<file path="src/rtl/irq_router_pkg.sv">
package irq_router_pkg;

  localparam int NSRC     = 5;
  localparam int NLVL     = 7;
  localparam int VEC_BASE = 24;

  localparam int SRC_PIC1 = 0;
  localparam int SRC_PIC2 = 1;
  localparam int SRC_ETH  = 2;
  localparam int SRC_SER  = 3;
  localparam int SRC_NMI  = 4;

  typedef struct packed {
    logic [NSRC-1:0] chg;
    logic [NSRC-1:0] lvl;
    logic            classic;
  } strobe_t;

  // pending-bit index (level - 1) for a source under a given map
  function automatic logic [2:0] mapBit(input int src, input logic classic);
    logic [2:0] idx;
    case (src)
      SRC_PIC1: idx = classic ? 3'd0 : 3'd5;
      SRC_PIC2: idx = 3'd1;
      SRC_ETH:  idx = 3'd2;
      SRC_SER:  idx = 3'd3;
      default:  idx = 3'd6;
    endcase
    return idx;
  endfunction

  function automatic logic [2:0] topLevel(input logic [NLVL-1:0] pend);
    logic [2:0] lv;
    lv = 3'd0;
    for (int i = 0; i < NLVL; i++)
      if (pend[i]) lv = 3'(i + 1);
    return lv;
  endfunction

endpackage

</file>
<file path="src/rtl/irq_router_ctrl.sv">
module irq_router_ctrl
  import irq_router_pkg::*;
#(
  parameter int CLK_HZ  = 125_000_000,
  parameter int HOLD_MS = 100
) (
  input  logic    clk,
  input  logic    rst,
  input  logic    picReq1,
  input  logic    picReq2,
  input  logic    ethReq,
  input  logic    serReq,
  input  logic    nmiTrig,
  input  logic    modeSel,
  output strobe_t strb
);

  localparam int HOLD_CYC = (CLK_HZ / 1000) * HOLD_MS;
  localparam int CW       = $clog2(HOLD_CYC + 1);

  logic [NSRC-1:0] prevReq;
  logic [NSRC-1:0] curReq;
  logic            modeQ;
  logic            nmiHold;
  logic [CW-1:0]   holdCnt;

  assign curReq = {nmiHold, serReq, ethReq, picReq2, picReq1};

  always_comb begin
    strb.chg     = curReq ^ prevReq;
    strb.lvl     = curReq;
    strb.classic = modeQ;
  end

  always_ff @(posedge clk) begin
    if (rst) begin
      prevReq <= '0;
      modeQ   <= 1'b0;
    end else begin
      prevReq <= curReq;
      modeQ   <= modeSel;
    end
  end

  // NMI stretcher: restartable down-counter
  always_ff @(posedge clk) begin
    if (rst) begin
      nmiHold <= 1'b0;
      holdCnt <= '0;
    end else if (nmiTrig) begin
      nmiHold <= 1'b1;
      holdCnt <= CW'(HOLD_CYC - 1);
    end else if (nmiHold) begin
      if (holdCnt == '0) nmiHold <= 1'b0;
      else               holdCnt <= holdCnt - 1'b1;
    end
  end

  // the hold only ever starts from a trigger
  a_r6_hold_from_trig: assert property (@(posedge clk) disable iff (rst)
    $rose(nmiHold) |-> $past(nmiTrig));

  // a trigger always leaves the hold active
  a_r6_trig_holds: assert property (@(posedge clk) disable iff (rst)
    nmiTrig |=> nmiHold);

endmodule

</file>
<file path="src/rtl/irq_router_dp.sv">
module irq_router_dp
  import irq_router_pkg::*;
(
  input  logic       clk,
  input  logic       rst,
  input  strobe_t    strb,
  output logic [2:0] cpuLevel,
  output logic [7:0] cpuVector,
  output logic       slotIrq
);

  logic [NLVL-1:0] pendQ, pendNext;
  logic            slotQ, slotNext;
  logic [2:0]      levelQ, levelNext;
  logic [7:0]      vecQ, vecNext;

  always_comb begin
    pendNext = pendQ;
    slotNext = slotQ;
    for (int s = 0; s < NSRC; s++) begin
      if (strb.chg[s]) begin
        if (s == SRC_ETH && strb.classic) slotNext = strb.lvl[s];
        else                              pendNext[mapBit(s, strb.classic)] = strb.lvl[s];
      end
    end
    levelNext = topLevel(pendNext);
    vecNext   = (levelNext == 3'd0) ? 8'd0 : 8'(VEC_BASE) + {5'd0, levelNext};
  end

  always_ff @(posedge clk) begin
    if (rst) begin
      pendQ  <= '0;
      slotQ  <= 1'b0;
      levelQ <= 3'd0;
      vecQ   <= 8'd0;
    end else begin
      pendQ  <= pendNext;
      slotQ  <= slotNext;
      levelQ <= levelNext;
      vecQ   <= vecNext;
    end
  end

  assign cpuLevel  = levelQ;
  assign cpuVector = vecQ;
  assign slotIrq   = slotQ;

  // vector register agrees with level register
  a_r4_vector: assert property (@(posedge clk) disable iff (rst)
    cpuVector == ((cpuLevel == 3'd0) ? 8'd0 : 8'(VEC_BASE) + {5'd0, cpuLevel}));

  // level is zero exactly when nothing is pending
  a_r3_idle_zero: assert property (@(posedge clk) disable iff (rst)
    (pendQ == '0) == (cpuLevel == 3'd0));

  // side line moves only under the classic map
  a_r2_slot_classic: assert property (@(posedge clk) disable iff (rst)
    !$stable(slotQ) |-> $past(strb.classic));

  // no edge, no pending change
  a_r10_quiet: assert property (@(posedge clk) disable iff (rst)
    (strb.chg == '0) |=> $stable(pendQ));

  // reset leaves outputs idle
  a_r8_reset_idle: assert property (@(posedge clk)
    $past(rst) |-> (cpuLevel == 3'd0 && !slotIrq && pendQ == '0));

endmodule

</file>
<file path="src/rtl/irq_prio_router.sv">
module irq_prio_router
  import irq_router_pkg::*;
#(
  parameter int CLK_HZ  = 125_000_000,
  parameter int HOLD_MS = 100
) (
  input  logic       clk,
  input  logic       rst,
  input  logic       picReq1,
  input  logic       picReq2,
  input  logic       ethReq,
  input  logic       serReqA,
  input  logic       serReqB,
  input  logic       nmiTrig,
  input  logic       modeSel,
  output logic [2:0] cpuLevel,
  output logic [7:0] cpuVector,
  output logic       slotIrq
);

  strobe_t strb;
  logic    serReq;

  assign serReq = serReqA | serReqB;

  irq_router_ctrl #(.CLK_HZ(CLK_HZ), .HOLD_MS(HOLD_MS)) u_ctrl (
    .clk     (clk),
    .rst     (rst),
    .picReq1 (picReq1),
    .picReq2 (picReq2),
    .ethReq  (ethReq),
    .serReq  (serReq),
    .nmiTrig (nmiTrig),
    .modeSel (modeSel),
    .strb    (strb)
  );

  irq_router_dp u_dp (
    .clk       (clk),
    .rst       (rst),
    .strb      (strb),
    .cpuLevel  (cpuLevel),
    .cpuVector (cpuVector),
    .slotIrq   (slotIrq)
  );

endmodule

</file>
<file path="config.mk">
export PLATFORM = sky130hd
export DESIGN_NAME = irq_prio_router
export DESIGN_NICKNAME = d
export VERILOG_FILES = /design/src/rtl/irq_router_pkg.sv /design/src/rtl/irq_router_ctrl.sv /design/src/rtl/irq_router_dp.sv /design/src/rtl/irq_prio_router.sv
export SDC_FILE = /design/constraint.sdc
export NUM_CORES = 1
export LEC_CHECK = 0
export BUFFER_PORTS_ARGS = -buffer_cell sky130_fd_sc_hd__buf_2
export CAP_MARGIN = 40
export CORE_ASPECT_RATIO = 1.4
export CORE_MARGIN = 2
export CORE_UTILIZATION = 52
export CTS_CLUSTER_DIAMETER = 30
export DETAILED_ROUTE_END_ITERATION = 6
export GPL_TIMING_DRIVEN = 0
export PLACE_DENSITY = 0.75
export SYNTH_ARGS = -nofsm -noshare
export SYNTH_HDL_FRONTEND = slang
export SYNTH_SLANG_ARGS = --single-unit
</file>
<file path="constraint.sdc">
create_clock -name clk -period 2.3 [get_ports clk]
set_input_delay 0.46 -clock clk [delete_from_list [all_inputs] [get_ports clk]]
set_output_delay 0.46 -clock clk [all_outputs]
set_load 0.005 [all_outputs]
</file>
### Word-level counts from Yosys, hierarchy flattened

Cells that the tools add are included.

* add/sub/neg operators: 2
* multiplexer cells: 41
* $lt $le $gt $ge: 10
* reductions and logical operators: 13
* equality and inequality tests: 1
* bitwise operators: 3

Operators with widths (count)
* $mux 24: 3
* $mux 7: 6
* $bwmux 7: 5
* $mux 3: 11
* $logic_not 24->1: 1
* $sub 24x1->24 const B: 1
* $lt 3x4->1 const B: 5
* $demux 1 s3: 5
* $ge 3x1->1 const B: 5
* $mux 1: 9
* $add 5x3->6 const A: 1
* $reduce_and 2->1: 3
* $logic_and 1x1->1: 5
* $xor 5x5->5: 1
* $mux 2: 2
* $reduce_or 2->1: 2
* $logic_not 3->1: 1
* $ne 2x2->1 const B: 1
* $reduce_bool 2->1: 1
* $not 1->1: 1
* $or 1x1->1: 1

* output and inout port bits: 12
* register bits after elaboration: 50
* word-level logic and storage cells: 79
* input bits: 9

### Depth between registers and ports, before layout

Gate-level depths: netlist (run 1).

* depth in word-level cells: 27
* depth in mapped cells: 8

### Hierarchy

From an unflattened synthesis (run 1), not the netlist that was laid out.

* cell total of the unflattened synthesis: 221
* area, all modules: 2133.3 um^2

Modules (own cells, without submodules)
* irq_router_ctrl: area each 1571.5 um^2, instances 1, sequential area each 620.6 um^2, cells each 169
* irq_router_dp: area each 555.5 um^2, instances 1, sequential area each 280.3 um^2, cells each 51
* irq_prio_router: area each 6.3 um^2, instances 1, sequential area each 0.0 um^2, cells each 1

### Least setup slack after synthesis (run 1)

Ideal clock, no wire load.

* path kind: flip-flop to flip-flop
* start point: register u_ctrl.holdCnt[5]
* end point: register u_ctrl.holdCnt[11]
* setup slack: 69 ps
* data required time: 2180 ps
* arrival time: 2111 ps
* stages on the path, launching flop included: 7
* path through: dfxtp_1 > or4_4 > or4_1 > buf_4 > o211ai_4 > nor4_1 > o31a_1

* longest elaborated chain between the ends: 4

Ends and longest elaborated chain
* from (decl): RTL line irq_router_ctrl.sv:25 `logic [CW-1:0] holdCnt;`
* from (signal assigned): RTL line irq_router_ctrl.sv:52 `holdCnt <= CW'(HOLD_CYC - 1);`
* from (signal assigned): RTL line irq_router_ctrl.sv:55 `else holdCnt <= holdCnt - 1'b1;`
* $sub 24x1->24: RTL line irq_router_ctrl.sv:55
* $mux 24: RTL line irq_router_ctrl.sv:54 `if (holdCnt == '0) nmiHold <= 1'b0;`
* $mux 24: RTL line irq_router_ctrl.sv:53 `end else if (nmiHold) begin`
* $mux 24: RTL line irq_router_ctrl.sv:50 `end else if (nmiTrig) begin`

Parallel ways exist; a longest one is shown, timed or not. The select of a mux whose other input is x is not followed.
A chain may end at the register's enable or synchronous reset.

### Final worst setup path (run 1)

* start point: register u_ctrl.holdCnt[7]
* end point: register u_ctrl.holdCnt[9]

* longest elaborated chain between the ends: 3

Ends and longest elaborated chain
* branches (longest 3 deep; another with $sub 24x1->24)

Several ways; the timed one is not identified.

==> results of run 1 <==
-- path summary, 6_finish.rpt --
| path | startpoint | to | cells past startpoint |
|---|---|---|---|
| max reg2reg | u_ctrl.holdCnt[7]$_SDFFE_PP0P_ | u_ctrl.holdCnt[9]$_SDFFE_PP0P_ | 7 |
| min | modeSel | u_ctrl.modeQ$_SDFF_PP0_ | 2 |
| max | u_ctrl.holdCnt[7]$_SDFFE_PP0P_ | u_ctrl.holdCnt[9]$_SDFFE_PP0P_ | 7 |
| min reg2reg | u_dp.slotIrq$_SDFFE_PP0P_ | u_dp.slotIrq$_SDFFE_PP0P_ | 2 |
-- critical path, stage by stage, from the launching register on --
cell,delay [ns]
dfxtp_2,0.34
or4_4,0.58
or4_4,0.44
buf_8,0.16
o211ai_4,0.23
buf_4,0.16
xor2_1,0.14
nor2_1,0.05
-- state kept, by name, indices dropped and copies added, names as in the netlist --
| signal | cells |
|---|---|
| u_ctrl.holdCnt | 24 |
| u_dp.pendQ | 6 |
| u_ctrl.prevReq | 5 |
| u_dp.cpuVector | 4 |
| u_dp.cpuLevel | 3 |
| u_ctrl.modeQ | 1 |
| u_ctrl.nmiHold | 1 |
| u_dp.slotIrq | 1 |
-- kinds of logic after synthesis --
group,after synthesis,synth area share [%]
AO/OA/AOI/OAI,60,20.1
XOR/XNOR,12,5.33
adder cells (fa/ha/maj),2,1.27
buffers and inverters,18,4.38
flip-flops,45,45.7
multiplexers,1,0.571
other,1,0.190
AND/OR/NAND/NOR,79,22.5
-- cells in the mapped netlist (all sizes together) (2+ instances only) --
cell type  number
or2             2
o31a            4
and2            3
a31oi           6
nor4            4
clkbuf          4
inv             7
nor2           25
o21bai          3
or4            10
a21oi          16
buf             7
ha              2
nand2           8
xnor2           2
dfxtp          45
nand4           3
nand3           2
nor3            6
nor2b           5
o21ai          13
or3             8
xor2           10
o21a            3
a21o            2
o211ai          4
o31ai           5
-- power groups by stage --
stage / Sequential (uW) / Combinational, uW / Clock, uW
final: 870 / 232 / 515
after global routing: 877 / 262 / 556
after CTS: 868 / 221 / 522
after detailed placement: 886 / 217 / 0
after global placement: 886 / 215 / 0
after floorplan: 882 / 160 / 0
-- layer usage --
layer	share of wire, %	vias up	global-route usage [%]
met5	0	-	0
met4	1.2	0	7.86
met3	3.6	4	3.37
met2	52	31	34.6
met1	43	764	21.7
li1	-	838	-
-- timing repair --
| item | in CTS | in global routing |
|---|---|---|
| endpoints found under the setup margin | 1 | 18 |
| setup buffers | 2 | 0 |
| resized for setup | 1 | 11 |
| hold endpoints to repair | 0 | 0 |
| pin swaps | 1 | 5 |
-- area by class of cell --
cell class	count	share of cell area [%]
inverters	7	1.15
well taps	42	2.31
repair buffers	19	4.56
multi-input cells	157	45.1
flip-flops and latches	45	39.7
clock buffers	6	3.63
clock inverters	2	0.604
plain buffers	11	2.97
-- through the flow --
step / cell area, sq um / setup slack (ns)
2_1_floorplan: 1980 / 0.0688
3_3_place_gp: 2120 / -0.0304
3_5_place_dp: 2120 / -0.0322
4_1_cts: 2230 / 0.00487
5_1_grt: 2280 / 0.00480
6_report: 2280 / 0.0886
==> metrics.txt, run 1 <==
status=finished, final reports clean; largest area contributor in the netlist=dfxtp_1; WHS=0.373 ns; combinational fraction of design power=14.3%; top fanout value on the critical path=9; io pins=21; Max-Cap Viols=0; Tightest Hold Check Type=input pin to register; hpwl dp=2630 um; Max clock buf depth=2; Crit. End Element=register; Buffers on Ports=17; area grow syn2layout=15.5%; Final Skew=0.00340 ns; core area=0.00364 sq mm; routability cong.=0.760; number of synthesized flops with an enable pin=0; fmax=452 MHz; H-Tree Depth=2; fraction of the cycle the final worst path needs=96.1%; Seq pwr share=53.8%; Setup Total Neg Slack=0 ns; CTS hold repair buffers=0; switching power total=436 uW; CP Data Arrival Time=~2.4 ns; clock-pin slew on the worst setup and hold paths=about 0.09 ns; ys flop type=dfxtp_1; CP startpoint kind=register; FF+latch count, synth=45; Data required, critical path=~2.5 ns; die area=roughly 0.0043 sq mm; Yosys warning count=0; routed via count=around 1600; post-route insts no fill=around 290; Async SR Flop Fraction=0%; drt wl/cell=13.4 um; synthesized netlist cell count=218; total CTS buffers=5; Congestion Overflow GR=0; CTS root buffer=clkbuf_8; # fillers=327; synth unique cells=44; slew margin rel.=around 62%; largest cells by area after synthesis=dfxtp_1 46%, nor2_1 4.6%, xor2_1 4.4%; Final Hold Fails=0; area of the multi-input gates=0.00103 sq mm; Tot Pwr=1620 uW; Post-route DRC=0; most common cell after layout, fill and taps aside=dfxtp_1; Max VDD drop=0.559 mV; RSZ-0062 raised after global routing=no; largest net degree at the start of global routing=15; min Tclk post-route=2.21 ns; DR pass1 iterations=4; setup violators final=0; final WL=3870 um; Nets=257; Cell Count Post-Placement=279; global-route wire length before repair=6550 um; mapped cell area=~0.0020 sq mm; Leak=between 0.0008 and 0.0009 uW; overall global routing resource usage=19.1%; Worst-Skew Late Latency=0.29 ns; Rows=26; FF+latch area=905 sq um; diode count=0; Iteration-0 DRC Markers=a little under 50; power density cells=710 mW/mm^2; Die Y=slightly below 80 um; Int Pwr=1180 uW; most frequent cells in the layout=42 x dfxtp_1, 24 x nor2_1, 17 x buf_2; worst slew pin tran=0.562 ns; average cell area after synthesis=around 9 sq um; switching share of power=between 20% and 30%; Routed Antenna Nets=0; post-synth top area share=between 40% and 50%; die width=56.0 um; TritonCTS clock tree=yes; share of cells above drive strength 1=19.4%; clock tree sinks=45; Clock Power Share=31.8%; end-of-flow core utilization=62.5%; initial antenna violation count=0; Max Slew Vio Count=0; vias in the first global route=1481; Initial Utilization=a little over half; FF-to-FF setup slack=0.09 ns; critical path class=register to register; Via density=5.66; Seq/Total Area, Yosys=45.7%
No activity file was read; power rests on OpenSTA's default activity.
==> run 2, diff against run 1 <==
CORE_UTILIZATION = 45   (was 52)
PLACE_DENSITY = 0.66   (was 0.75)
==> run 2 against run 1 <==
  * Via count down 0.79%
  * Sequential share of layout area is 0.40 points lower
  * Critical path depth fell by 1
  * Non-clock buffer count shrank 2
  * Clock-buffer cell count increased by 1
  * Core utilization shrank 7.9 points
  * Critical path type unchanged
  * Critical endpoint is now u_ctrl.holdCnt[11]$_SDFFE_PP0P_
  * Largest cell class unchanged
==> metrics.txt, run 2 (same netlist as run 1, synthesis figures left out) <==
status=finished, final reports clean; Largest register FFs=24 (unchanged); clock-pin slew on the worst setup and hold paths=0.08 ns (about the same); Nets=255 (-0.78%); die width=59.9 um (+7.0%); diode count=0 (unchanged); worst path cell trace=or4_4, or4_4, buf_8, o211ai_4, nor4_1, o31a_1; Initial Utilization=46.9% (-7.2 points); drt wl/cell=14.1 um (+4.9%); cell area after placement=0.00212 sq mm (+0.18%); clock tree sinks=45 (unchanged); Via density=5.60 (-1.1%); Iteration-0 DRC Markers=31 (-37%); RR Endpoint=u_ctrl.holdCnt[11]$_SDFFE_PP0P_; top fanout value on the critical path=5 (-4); final WL=4080 um (+5.3%); Crit Reg-Reg Startpoint=u_ctrl.holdCnt[6]$_SDFFE_PP0P_; CP max stage delay=0.58 ns (about the same); slew margin rel.=59.8% (-2.3 points); CTS root buffer=clkbuf_8; critical path class=register to register; vias in the first global route=1508 (+1.8%); critical path's slowest cell=or4_4; Max clock buf depth=2 (unchanged); Final Skew=0.00862 ns (+0.00521 ns); Congestion Overflow GR=0 (unchanged); largest net degree at the start of global routing=14 (-1); Most common cell on crit path=or4_4; RSZ-0062 raised after global routing=no; total CTS buffers=5 (unchanged); fmax=453 MHz (about the same); TritonCTS clock tree=yes; area grow syn2layout=16.5%; crit path setup slack, layout=0.0908 ns (+0.00219 ns); Crit. End Element=register; FF-to-FF setup slack=0.09 ns (about the same); overall global routing resource usage=18.2% (-0.97 points); routability cong.=0.827 (+8.9%); Data required, critical path=2.49 ns (about the same); most frequent cells in the layout=43 x dfxtp_1, 24 x nor2_1, 17 x buf_2; CP Data Arrival Time=2.39 ns (about the same); H-Tree Depth=2 (unchanged); Post-route DRC=0 (unchanged); Leak=0.000891 uW (+0.87%); Max-Cap Viols=0 (unchanged); most common cell after layout, fill and taps aside=dfxtp_1; initial antenna violation count=0 (unchanged); Tot Pwr=1720 uW (+6.3%); CP startpoint=u_ctrl.holdCnt[6]$_SDFFE_PP0P_; worst slew pin tran=0.596 ns (+0.0339 ns); CP startpoint kind=register; global-route wire length before repair=6740 um (+2.9%); Buffers on Ports=17 (unchanged); io pins=21 (unchanged); postcts setup bufs=0 (-2); setup violators final=0 (unchanged); core area=0.00420 sq mm (+15%); dpl ws=-0.0430 ns (-0.0107 ns); share of cells above drive strength 1=18.0% (-1.5 points); Routed Antenna Nets=0 (unchanged); power density cells=748 mW/mm^2 (+5.4%); min Tclk post-route=2.21 ns (-0.00219 ns); end-of-flow core utilization=54.6% (-7.9 points); Rows=28 (+7.7%); Worst-Skew Late Latency=0.30 ns (about the same); fraction of the cycle the final worst path needs=96.1% (about the same); hpwl dp=2890 um (+9.7%); Max Slew Vio Count=0 (unchanged); most flop-heavy register=u_ctrl.holdCnt; DR pass1 iterations=4 (unchanged); Final Hold Fails=0 (unchanged); Tightest Hold Check Type=input pin to register; fin area=0.00230 sq mm (+0.88%); Die Y=82.3 um (+7.1%); Max VDD drop=0.370 mV (-34%); FF-to-FF path depth=6 (-1); routed via count=1624 (-0.79%); die area=0.00493 sq mm (+15%); Largest regs=u_ctrl.holdCnt: 24 flops, u_dp.pendQ: 6 flops, u_ctrl.prevReq: 5 flops; Critical Path Sink=u_ctrl.holdCnt[11]$_SDFFE_PP0P_
run 2: changes by cell type in the layout (fill, tap and decap cells not counted), sizes merged:
cell / before / now
bufinv: 0 / 1
clkbuf: 10 / 11
buf: 26 / 24
clkinv: 2 / 0
run 2: layer usage:
layer  global-route usage, %  part of all wire, %  up-vias
li1                        -                    -      838
met1                    20.4                   45      758
met2                    32.6                   51       20
met3                    3.89                  2.4        8
met4                    7.33                  1.6        0
met5                       0                    0        -
run 2: worst max-delay path: cells and delay by family, from the launching register on:
kind	cells	cell delay (ns)
simple gates	3	1.12
flops	1	0.34
buf+inv	1	0.16
compound gates	2	0.48
run 2: worst min-delay path by stage:
stage / from / end / slack [ns] / cells past startpoint
2_1_floorplan: u_ctrl.holdCnt[8]$_SDFFE_PP0P_ / u_ctrl.holdCnt[8]$_SDFFE_PP0P_ / 0.46 / 2
3_3_place_gp: u_dp.slotIrq$_SDFFE_PP0P_ / u_dp.slotIrq$_SDFFE_PP0P_ / 0.46 / 2
3_5_place_dp: u_dp.slotIrq$_SDFFE_PP0P_ / u_dp.slotIrq$_SDFFE_PP0P_ / 0.47 / 2
4_1_cts: modeSel / u_ctrl.modeQ$_SDFF_PP0_ / 0.36 / 2
5_1_grt: modeSel / u_ctrl.modeQ$_SDFF_PP0_ / 0.36 / 2
6_report: modeSel / u_ctrl.modeQ$_SDFF_PP0_ / 0.37 / 2
run 2: repair_timing:
| item | 4_1_cts | 5_1_grt |
|---|---|---|
| hold buffers | 0 | 0 |
| gates resized for setup | 2 | 7 |
| setup endpoints to repair | 4 | 19 |
| cloned | 0 | 1 |
| pin swaps | 3 | 4 |
run 2: report_power, final:
part           switching, uW  internal (uW)
logic                    129            103
clock network            259            354
registers               39.0            834
run 2: layout make-up:
type,instances,area (sq um)
Buffer,10,63.8
Clock buffer,7,86.3
Clock inverter,1,30.0
Fill cell,415,1910
Inverter,7,26.3
Multi-Input combinational cell,157,1020
Sequential cell,45,903
Tap cell,45,56.3
Timing Repair Buffer,18,110
run 2: per-stage QoR:
stage,hold slack (ns),setup TNS (ns),cells
after CTS,0.363,0,290
after global placement,0.456,-0.0289,282
after floorplan,0.461,0,220
after global routing,0.362,0,290
after detailed placement,0.470,-0.0707,282
final,0.372,0,290
